==> src/rtl/rsb_pkg.sv <==
package rsb_pkg;
  localparam int unsigned FIELD_W  = 4;
  localparam int unsigned INST_LSB = 0;
  localparam int unsigned GRP_LSB  = 8;
  localparam int unsigned MC_BIT   = 31;
  localparam int unsigned SEL_W    = 32;

  typedef struct packed {
    logic               mcast;
    logic [FIELD_W-1:0] grp;
    logic [FIELD_W-1:0] inst;
  } steer_t;

  localparam steer_t STEER_RESET = '{mcast: 1'b1, grp: '0, inst: '0};

  function automatic steer_t unpack_sel(input logic [SEL_W-1:0] w);
    steer_t s;
    s.mcast = w[MC_BIT];
    s.grp   = w[GRP_LSB +: FIELD_W];
    s.inst  = w[INST_LSB +: FIELD_W];
    return s;
  endfunction

  function automatic logic [SEL_W-1:0] pack_sel(input steer_t s);
    logic [SEL_W-1:0] w;
    w = '0;
    w[MC_BIT] = s.mcast;
    w[GRP_LSB +: FIELD_W] = s.grp;
    w[INST_LSB +: FIELD_W] = s.inst;
    return w;
  endfunction

  function automatic logic steer_exists(input steer_t s, input int unsigned n_groups,
                                        input int unsigned per_grp);
    return (32'(s.grp) < n_groups) && (32'(s.inst) < per_grp);
  endfunction

  function automatic int unsigned flat_index(input steer_t s, input int unsigned per_grp);
    return 32'(s.grp) * per_grp + 32'(s.inst);
  endfunction
endpackage

==> src/rtl/rsb_selector.sv <==
module rsb_selector
  import rsb_pkg::*;
(
  input  logic             clk,
  input  logic             rst_n,
  input  logic             load,
  input  logic [SEL_W-1:0] wdata,
  output steer_t           sel_q,
  output logic [SEL_W-1:0] sel_word
);
  always_ff @(posedge clk) begin
    if (!rst_n)    sel_q <= STEER_RESET;
    else if (load) sel_q <= unpack_sel(wdata);
  end

  assign sel_word = pack_sel(sel_q);
endmodule

==> src/rtl/rsb_target_decode.sv <==
module rsb_target_decode
  import rsb_pkg::*;
#(
  parameter int unsigned NUM_GROUPS       = 4,
  parameter int unsigned COPIES_PER_GROUP = 2,
  localparam int unsigned N_COPIES = NUM_GROUPS * COPIES_PER_GROUP,
  localparam int unsigned IDX_W    = (N_COPIES > 1) ? $clog2(N_COPIES) : 1
)(
  input  steer_t              sel,
  input  logic [N_COPIES-1:0] alive,
  output logic [IDX_W-1:0]    tgt_idx,
  output logic                tgt_exists,
  output logic                tgt_live,
  output logic [N_COPIES-1:0] tgt_onehot
);
  assign tgt_exists = steer_exists(sel, NUM_GROUPS, COPIES_PER_GROUP);
  assign tgt_idx    = tgt_exists ? IDX_W'(flat_index(sel, COPIES_PER_GROUP)) : '0;

  for (genvar i = 0; i < N_COPIES; i++) begin : g_hot
    assign tgt_onehot[i] = tgt_exists && (32'(tgt_idx) == i);
  end

  assign tgt_live = |(tgt_onehot & alive);
endmodule

==> src/rtl/rsb_copy_bank.sv <==
module rsb_copy_bank #(
  parameter int unsigned N_COPIES = 8,
  parameter int unsigned DATA_W   = 32
)(
  input  logic                             clk,
  input  logic                             rst_n,
  input  logic [N_COPIES-1:0]              copy_we,
  input  logic [DATA_W-1:0]                wdata,
  output logic [N_COPIES-1:0][DATA_W-1:0]  copy_q
);
  for (genvar i = 0; i < N_COPIES; i++) begin : g_copy
    always_ff @(posedge clk) begin
      if (!rst_n)          copy_q[i] <= '0;
      else if (copy_we[i]) copy_q[i] <= wdata;
    end
  end
endmodule

==> src/rtl/rsb_steered_bank.sv <==
module rsb_steered_bank
  import rsb_pkg::*;
#(
  parameter int unsigned NUM_GROUPS       = 4,
  parameter int unsigned COPIES_PER_GROUP = 2,
  parameter int unsigned DATA_W           = 32,
  parameter int unsigned ADDR_W           = 8,
  parameter logic [7:0]  SEL_OFS          = 8'h00,
  parameter logic [7:0]  REP_OFS          = 8'h04,
  localparam int unsigned N_COPIES = NUM_GROUPS * COPIES_PER_GROUP,
  localparam int unsigned IDX_W    = (N_COPIES > 1) ? $clog2(N_COPIES) : 1
)(
  input  logic                clk,
  input  logic                rst_n,
  input  logic                req_i,
  input  logic                we_i,
  input  logic [ADDR_W-1:0]   addr_i,
  input  logic [DATA_W-1:0]   wdata_i,
  input  logic [N_COPIES-1:0] present_i,
  input  logic [N_COPIES-1:0] powered_i,
  output logic                rvalid_o,
  output logic [DATA_W-1:0]   rdata_o
);
  // bus decode, brought out for the checker
  logic hit_sel, hit_rep, wr_sel, wr_rep, rd_req;
  assign hit_sel = (addr_i == ADDR_W'(SEL_OFS));
  assign hit_rep = (addr_i == ADDR_W'(REP_OFS));
  assign wr_sel  = req_i &&  we_i && hit_sel;
  assign wr_rep  = req_i &&  we_i && hit_rep;
  assign rd_req  = req_i && !we_i;

  logic [N_COPIES-1:0] alive;
  assign alive = present_i & powered_i;

  steer_t           sel_q;
  logic [SEL_W-1:0] sel_word;
  logic             sel_mcast;

  rsb_selector u_sel (
    .clk      (clk),
    .rst_n    (rst_n),
    .load     (wr_sel),
    .wdata    (wdata_i[SEL_W-1:0]),
    .sel_q    (sel_q),
    .sel_word (sel_word)
  );
  assign sel_mcast = sel_q.mcast;

  logic [IDX_W-1:0]    tgt_idx;
  logic                tgt_exists, tgt_live;
  logic [N_COPIES-1:0] tgt_onehot;

  rsb_target_decode #(
    .NUM_GROUPS       (NUM_GROUPS),
    .COPIES_PER_GROUP (COPIES_PER_GROUP)
  ) u_dec (
    .sel        (sel_q),
    .alive      (alive),
    .tgt_idx    (tgt_idx),
    .tgt_exists (tgt_exists),
    .tgt_live   (tgt_live),
    .tgt_onehot (tgt_onehot)
  );

  // per-copy write enables: broadcast to live copies, or one live target
  logic [N_COPIES-1:0] copy_we;
  always_comb begin
    copy_we = '0;
    if (wr_rep) begin
      if (sel_mcast) copy_we = alive;
      else           copy_we = tgt_onehot & alive;
    end
  end

  logic [N_COPIES-1:0][DATA_W-1:0] copy_q;

  rsb_copy_bank #(
    .N_COPIES (N_COPIES),
    .DATA_W   (DATA_W)
  ) u_bank (
    .clk     (clk),
    .rst_n   (rst_n),
    .copy_we (copy_we),
    .wdata   (wdata_i),
    .copy_q  (copy_q)
  );

  // read path
  logic [DATA_W-1:0] rd_mux;
  always_comb begin
    rd_mux = '0;
    if (hit_sel)                  rd_mux = DATA_W'(sel_word);
    else if (hit_rep && tgt_live) rd_mux = copy_q[tgt_idx];
  end

  always_ff @(posedge clk) begin
    if (!rst_n) begin
      rvalid_o <= 1'b0;
      rdata_o  <= '0;
    end else begin
      rvalid_o <= rd_req;
      rdata_o  <= rd_req ? rd_mux : '0;
    end
  end
endmodule

==> config.mk <==
export PLATFORM = sky130hd
export DESIGN_NAME = rsb_steered_bank
export DESIGN_NICKNAME = d
export VERILOG_FILES = /design/src/rtl/rsb_pkg.sv /design/src/rtl/rsb_selector.sv /design/src/rtl/rsb_target_decode.sv /design/src/rtl/rsb_copy_bank.sv /design/src/rtl/rsb_steered_bank.sv
export SDC_FILE = /design/constraint.sdc
export NUM_CORES = 1
export LEC_CHECK = 0
export CAP_MARGIN = 20
export CORE_MARGIN = 2
export CORE_UTILIZATION = 60
export DETAILED_ROUTE_END_ITERATION = 8
export GPL_ROUTABILITY_DRIVEN = 0
export PLACE_DENSITY_LB_ADDON = 0.3
export SKIP_CTS_REPAIR_TIMING = 1
export SLEW_MARGIN = 20
export SYNTH_ARGS = -nofsm -noshare
export SYNTH_HDL_FRONTEND = slang
export SYNTH_HIERARCHICAL = 1
export SYNTH_SLANG_ARGS = --single-unit
export TNS_END_PERCENT = 100
==> constraint.sdc <==
create_clock -name clk -period 3.7 [get_ports clk]
set_input_delay 0.37 -clock clk [delete_from_list [all_inputs] [get_ports clk]]
set_output_delay 0.37 -clock clk [all_outputs]
set_load 0.05 [all_outputs]
== After elaboration in Yosys (flattened, before gate mapping) ==
Index checks and enable logic that the tools add are counted.

* Word-level logic and storage cells: 58
* Bits of input ports: 60
* Output and inout port bits: 33
* Register bits after elaboration: 298

* Reductions and logical operators: 20
* Bitwise gates (word level): 5
* $add $sub $neg: 1
* Eq/ne operators: 8
* Magnitude comparators: 3
* Muxes and demuxes: 7

{| class="wikitable"
|+ Operators by type and width
! cell !! number
|-
| 32-bit binary-select mux with 3-bit select || 1
|-
| 32-bit 2-to-1 mux || 3
|-
| 8-bit AND || 2
|-
| 8-bit 2-to-1 mux || 2
|-
| 1-bit logical AND || 14
|-
| 3-bit equality test, second input constant || 4
|-
| 8-bit by 3-bit equality test with 1-bit output, second input constant || 1
|-
| 8-bit logical NOT || 1
|-
| 8-bit OR reduction || 1
|-
| 3-bit by 2-bit equality test with 1-bit output, second input constant || 2
|-
| 3-bit by 4-bit < comparator with 1-bit output, second input constant || 1
|-
| 4-bit by 2-bit < comparator with 1-bit output, second input constant || 1
|-
| 4-bit by 3-bit < comparator with 1-bit output, second input constant || 1
|-
| 4-bit OR reduction || 1
|-
| 3-bit adder || 1
|-
| 3-bit by 1-bit equality test with 1-bit output, second input constant || 1
|-
| 3-bit logical NOT || 1
|-
| 3-bit 2-to-1 mux || 1
|-
| 1-bit inverter || 3
|-
| 2-bit AND reduction || 1
|-
| 1-bit logical NOT || 1
|}

== Depth between registers and ports, before layout ==
* Depth in word-level cells: 10
* Gate-level depth with buffers: 10
* Gate-level depth less buffers: 8

== Hierarchy ==
Netlist, hierarchy kept.

{| class="wikitable"
|+ Modules (own cells, without submodules)
! module !! sequential area each (um^2) !! times used !! area an instance (um^2) !! cells an instance
|-
| rsb_copy_bank || 5124.9 || 1 || 10243.6 || 860
|-
| rsb_steered_bank || 660.6 || 1 || 3096.7 || 221
|-
| rsb_selector || 180.2 || 1 || 579.3 || 61
|-
| rsb_target_decode || 0.0 || 1 || 211.5 || 24
|}

== Worst setup path before layout ==
No wires, ideal clock.

* Kind: reg-to-reg
* Start: register u_sel/sel_q[2] (netlist name)
* End: register rdata_o[15]
* Setup time: 117 ps
* Cell stages (with the launch flop): 8
* Required time: 3583 ps
* Arrival: 2363 ps
* Period minus slack after synthesis: 2480 ps
* Path buffers: 2
* Slack: 1220 ps
* Path through: dfxtp_1 xnor3_2 nor2_1 clkbuf_1 buf_1 mux4_2 mux2_2 a22o_1

* Word-level cells in the longest chain between the ends: 10
* Elaborated cells on any way between the ends: 27
* Those cells by class: 1 x add/sub; 1 x order compare; 7 x eq/ne; 3 x mux; 2 x bitwise; 13 x reduce/logical

{| class="wikitable"
|+ RTL lines
! item !! line !! RTL
|-
| 4-bit by 2-bit < comparator with 1-bit output || rsb_pkg.sv:35 || <nowiki>return (32'(s.grp) < n_groups) && (32'(s.inst) < per_grp);</nowiki>
|-
| 1-bit logical AND || rsb_pkg.sv:35 ||
|-
| 3-bit 2-to-1 mux (*) || rsb_target_decode.sv:17 || <nowiki>assign tgt_idx = tgt_exists ? IDX_W'(flat_index(sel, COPIES_PER_GROUP)) : '0;</nowiki>
|-
| named net tgt_idx[2] || rsb_steered_bank.sv:49 || <nowiki>logic [IDX_W-1:0] tgt_idx;</nowiki>
|-
| 3-bit by 1-bit equality test with 1-bit output, or another cell as far along || rsb_target_decode.sv:20 || <nowiki>assign tgt_onehot[i] = tgt_exists && (32'(tgt_idx) == i);</nowiki>
|-
| 1-bit logical AND || rsb_target_decode.sv:20 ||
|-
| 8-bit AND || rsb_target_decode.sv:23 || <nowiki>assign tgt_live = |(tgt_onehot & alive);</nowiki>
|-
| 8-bit OR reduction || rsb_target_decode.sv:23 ||
|-
| 1-bit logical AND || rsb_steered_bank.sv:93 || <nowiki>else if (hit_rep && tgt_live) rd_mux = copy_q[tgt_idx];</nowiki>
|-
| 1-bit inverter (no line) || -- ||
|-
| 4-bit OR reduction (no line) || -- ||
|-
| to (signal assigned) || rsb_steered_bank.sv:102 || <nowiki>rdata_o <= rd_req ? rd_mux : '0;</nowiki>
|-
| to (decl) || rsb_steered_bank.sv:22 || <nowiki>output logic [DATA_W-1:0] rdata_o</nowiki>
|}

The timed path passes the listed nets; every way through them passes the cells marked *. The select of a mux whose other input is x is not followed.
A chain may end at the register's enable or synchronous reset.

== Final worst setup path ==
* Start: register u_sel/sel_q[1] (netlist name)
* End: register rdata_o[1]

* Word-level cells in the longest chain between the ends: 10
* Elaborated cells on any way between the ends: 27
* Those cells by class: 1 x add/sub; 1 x order compare; 7 x eq/ne; 5 x mux; 1 x bitwise; 12 x reduce/logical

{| class="wikitable"
|+ RTL lines
! item !! line !! RTL
|-
| 4-bit by 2-bit < comparator with 1-bit output || rsb_pkg.sv:35 ||
|-
| 1-bit logical AND || rsb_pkg.sv:35 ||
|-
| 3-bit 2-to-1 mux || rsb_target_decode.sv:17 ||
|-
| 3-bit by 1-bit equality test with 1-bit output, or another cell as far along || rsb_target_decode.sv:20 ||
|-
| 1-bit logical AND || rsb_target_decode.sv:20 ||
|-
| 8-bit AND (*) || rsb_target_decode.sv:23 ||
|-
| 8-bit OR reduction (*) || rsb_target_decode.sv:23 ||
|-
| named net tgt_live || rsb_steered_bank.sv:50 || <nowiki>logic tgt_exists, tgt_live;</nowiki>
|-
| 1-bit logical AND (*) || rsb_steered_bank.sv:93 ||
|-
| 32-bit 2-to-1 mux (*) || rsb_steered_bank.sv:93 ||
|-
| 32-bit 2-to-1 mux (*) || rsb_steered_bank.sv:92 || <nowiki>if (hit_sel) rd_mux = DATA_W'(sel_word);</nowiki>
|}

Marks and branches as above.

==> results.tsv <==
metric	value	unit
maximum fanout along the worst path	18	
# port buffers	92	
post-route minimum period	2.85	ns
CTS root buffer	clkbuf_16	
final worst-path cycle share	77.1	%
cells after synthesis	1166	
WL final	29.7	mm
Clock Sinks	298	
1st-iter DRT viols	572	
DIE WIDTH	157	um
CP arrival	3.35	ns
Yosys top cell area share	42.2	%
TritonRoute pass-1 iters	4	
max incr delay on CP	0.83	ns
maximum capacitance violations	0	
vias in the first global route	8525	
GR Util met2	39.3	%
RSZ-0062 raised after global routing	no	
Setup TNS	0	ns
Setup Skew	0.0123	ns
total track usage	24.3	%
mapped cell area	14100	um^2
worst reg-to-reg setup slack	0.85	ns
M3 GR Usage	3.11	%
Worst Hold Class	input pin to register	
Via-to-Cell Ratio	5.43	
Min Hold Slack	0.0984	ns
Starting Density	60.7	%
Worst path slowest cell	nor4_4	
worst reg2reg path depth	8	
yosys warns	6	
DR vias	8347	
CTS max path bufs	3	
TritonCTS buffer count	30	
WP data required	4.20	ns
GR Overflow Total	0	
hpwl dp	17.8	mm
maximum clock rate	0.350	GHz
Cell Chain, Critical Path	ha_1 > mux4_1 > mux2i_1 > nor2_1 > nand2_1 > nor4_4 > buf_4 > a22o_1	
top-level I/O count	93	
Slew headroom	27.6	%
Worst Hold Depth	2	
full die area	24800	um^2
worst slew pin tran	1.08	ns
Pwr Total	0.00665	W
Layout area overhead	10.8	%
Final Max Slew Viols	0	
Crit path buffers/inverters	1	
power per cell area	425	nW/um^2
CTS tree	built	
Setup violations, final	0	
Area contributors post-synth	dfxtp_1 42%, mux2i_1 19%, nor2b_1 11%	
# rows	56	
Routed WL per cell	19.3	um
Worst R2R End	rdata_o[1]	
global-route wire length before repair	47.4	mm
DRT antenna net count	0	
Multi-input gate area	6980	um^2
Core Area	23300	um^2
Distinct cells, synth	34	
Synth Register Bits	298	
Peak VDD IR	0.000299	V
Worst Hold Path EP	u_bank/copy_q[137]	
crit-path leading delay family	simple AND/OR/NAND/NOR gates	
initial antenna violation count	0	
critical path class	register to register	
synthesized area per cell	12.1	um^2
fillers	1811	
# DRC	0	
hold_sp	rst_n	
clock-pin slew on the worst setup and hold paths	0.07	ns
status	finished, final reports clean	
gr busiest metal	met2	
Worst Setup End Kind	register	
Setup crit start kind	register	
Skew-Pair Late Insertion Delay	0.56	ns
GR Util met1	34.5	%
non-filler cells, final	1536	
pin count of the biggest net entering global routing	136	
dpl cells	1480	
share of cells above drive strength 1	16.6	%
final net count	1254	
final hold violation count	0	
reg-to-reg startpoint	u_sel/sel_q[1]	
post-route cell area	15700	um^2
Register Area	5970	um^2
Vert. Die Dim	157	um
diode count	0	
Area after DPL	14600	um^2
Seq/Total Area, Yosys	42.2	%
H-tree levels	1	
cell taking the most area after synthesis	dfxtp_1	
Leak	4.92	nW
-- per-layer routing --
metal	up-vias	wire length, um
met5	-	0
met4	0	625
met3	46	1500
met2	188	13900
met1	4086	13600
li1	4027	-
-- worst reg2reg max path, delay by kind of cell, from the launching register on --
kind | cells | cell delay (ns)
simple gates | 3 | 1.03
fa+ha+maj | 1 | 0.43
buf+inv | 1 | 0.43
mux | 2 | 0.38
flops | 1 | 0.36
compound gates | 1 | 0.19
-- where the power goes --
group	total, W	leakage [nW]	switching, W	internal [W]
combinational	0.000216	1.98	0.000106	0.000110
sequential	0.00321	2.40	0.000000744	0.00321
clock	0.00323	0.534	0.00128	0.00194
-- synthesized netlist by cell type, drive strengths merged --
library cell and number:
and4 4, clkbuf 42, nand3b 1, or3 1, nor4 6, dfxtp 298, or4b 1, ha 1
o21ai 8, nor3 1, xnor3 1, mux2 32, and2b 6, inv 5, a22o 32, and2 9
nor2b 258, mux2i 266, conb 1, nor2 13, nand2 3, buf 109, or4 1, mux4 66
nor4b 1
-- layout by cell type (no fill, tap or decap), types with 2 or more instances in the layout --
cell type	instances
clkdlybuf4s50_1	91
clkinv_2	9
clkinv_4	2
nor2_1	2
mux2i_1	266
conb_1	23
a22o_1	32
nor4_4	2
mux4_1	2
buf_4	28
clkbuf_8	7
nor4_1	4
mux2_2	32
mux4_2	64
and4_1	4
clkbuf_16	31
bufinv_16	4
nor2_4	11
and2b_1	6
o21ai_0	8
dfxtp_1	298
nand2_1	2
and2_1	9
clkinvlp_4	2
buf_12	5
nor2b_1	258
inv_1	4
-- stage by stage --
step	worst slack [ns]	utilization (%)
after floorplan	1.22	-
after detailed placement	0.444	62.7
after CTS	0.881	67.3
after global placement	0.505	62.7
final	0.846	67.3
after global routing	0.697	67.3
-- cell type report --
cell class	count	share of cell area [%]
multi-input cells	734	44.6
flip-flops and latches	298	38.1
repair buffers	124	7.80
clock buffers	39	5.59
well taps	319	2.55
clock inverters	17	1.26
inverters	5	0.120
-- sequential cells by signal (all words and copies together), names as in the netlist --
signal         count
rvalid_o           1
u_bank/copy_q    256
u_sel/sel_q        9
rdata_o           32
-- how the worst max path moves through the flow --
stage,start,to,slack (ns),cells past startpoint
floorplan,u_sel/sel_q[2],rdata_o[15],1.22,7
global placement,addr_i[6],u_bank/copy_q[220],0.51,8
detailed placement,addr_i[6],u_bank/copy_q[206],0.44,8
CTS,u_sel/sel_q[2],rdata_o[5],0.88,6
global route,u_sel/sel_q[1],rdata_o[24],0.70,8
finish,u_sel/sel_q[1],rdata_o[1],0.85,8
-- cell families after synthesis --
logic type	count (synthesis)	synth area share, %
and+or+nand+nor	305	13.7
AOI/OAI and AO/OA	40	2.27
buffers and inverters	156	9.62
muxes	364	32.0
DFF	298	42.2
xor gates and xnor gates	1	0.168
other	1	0.0265
adders and majority gates	1	0.0885
Note: power is estimated with default switching activity, not from simulation.
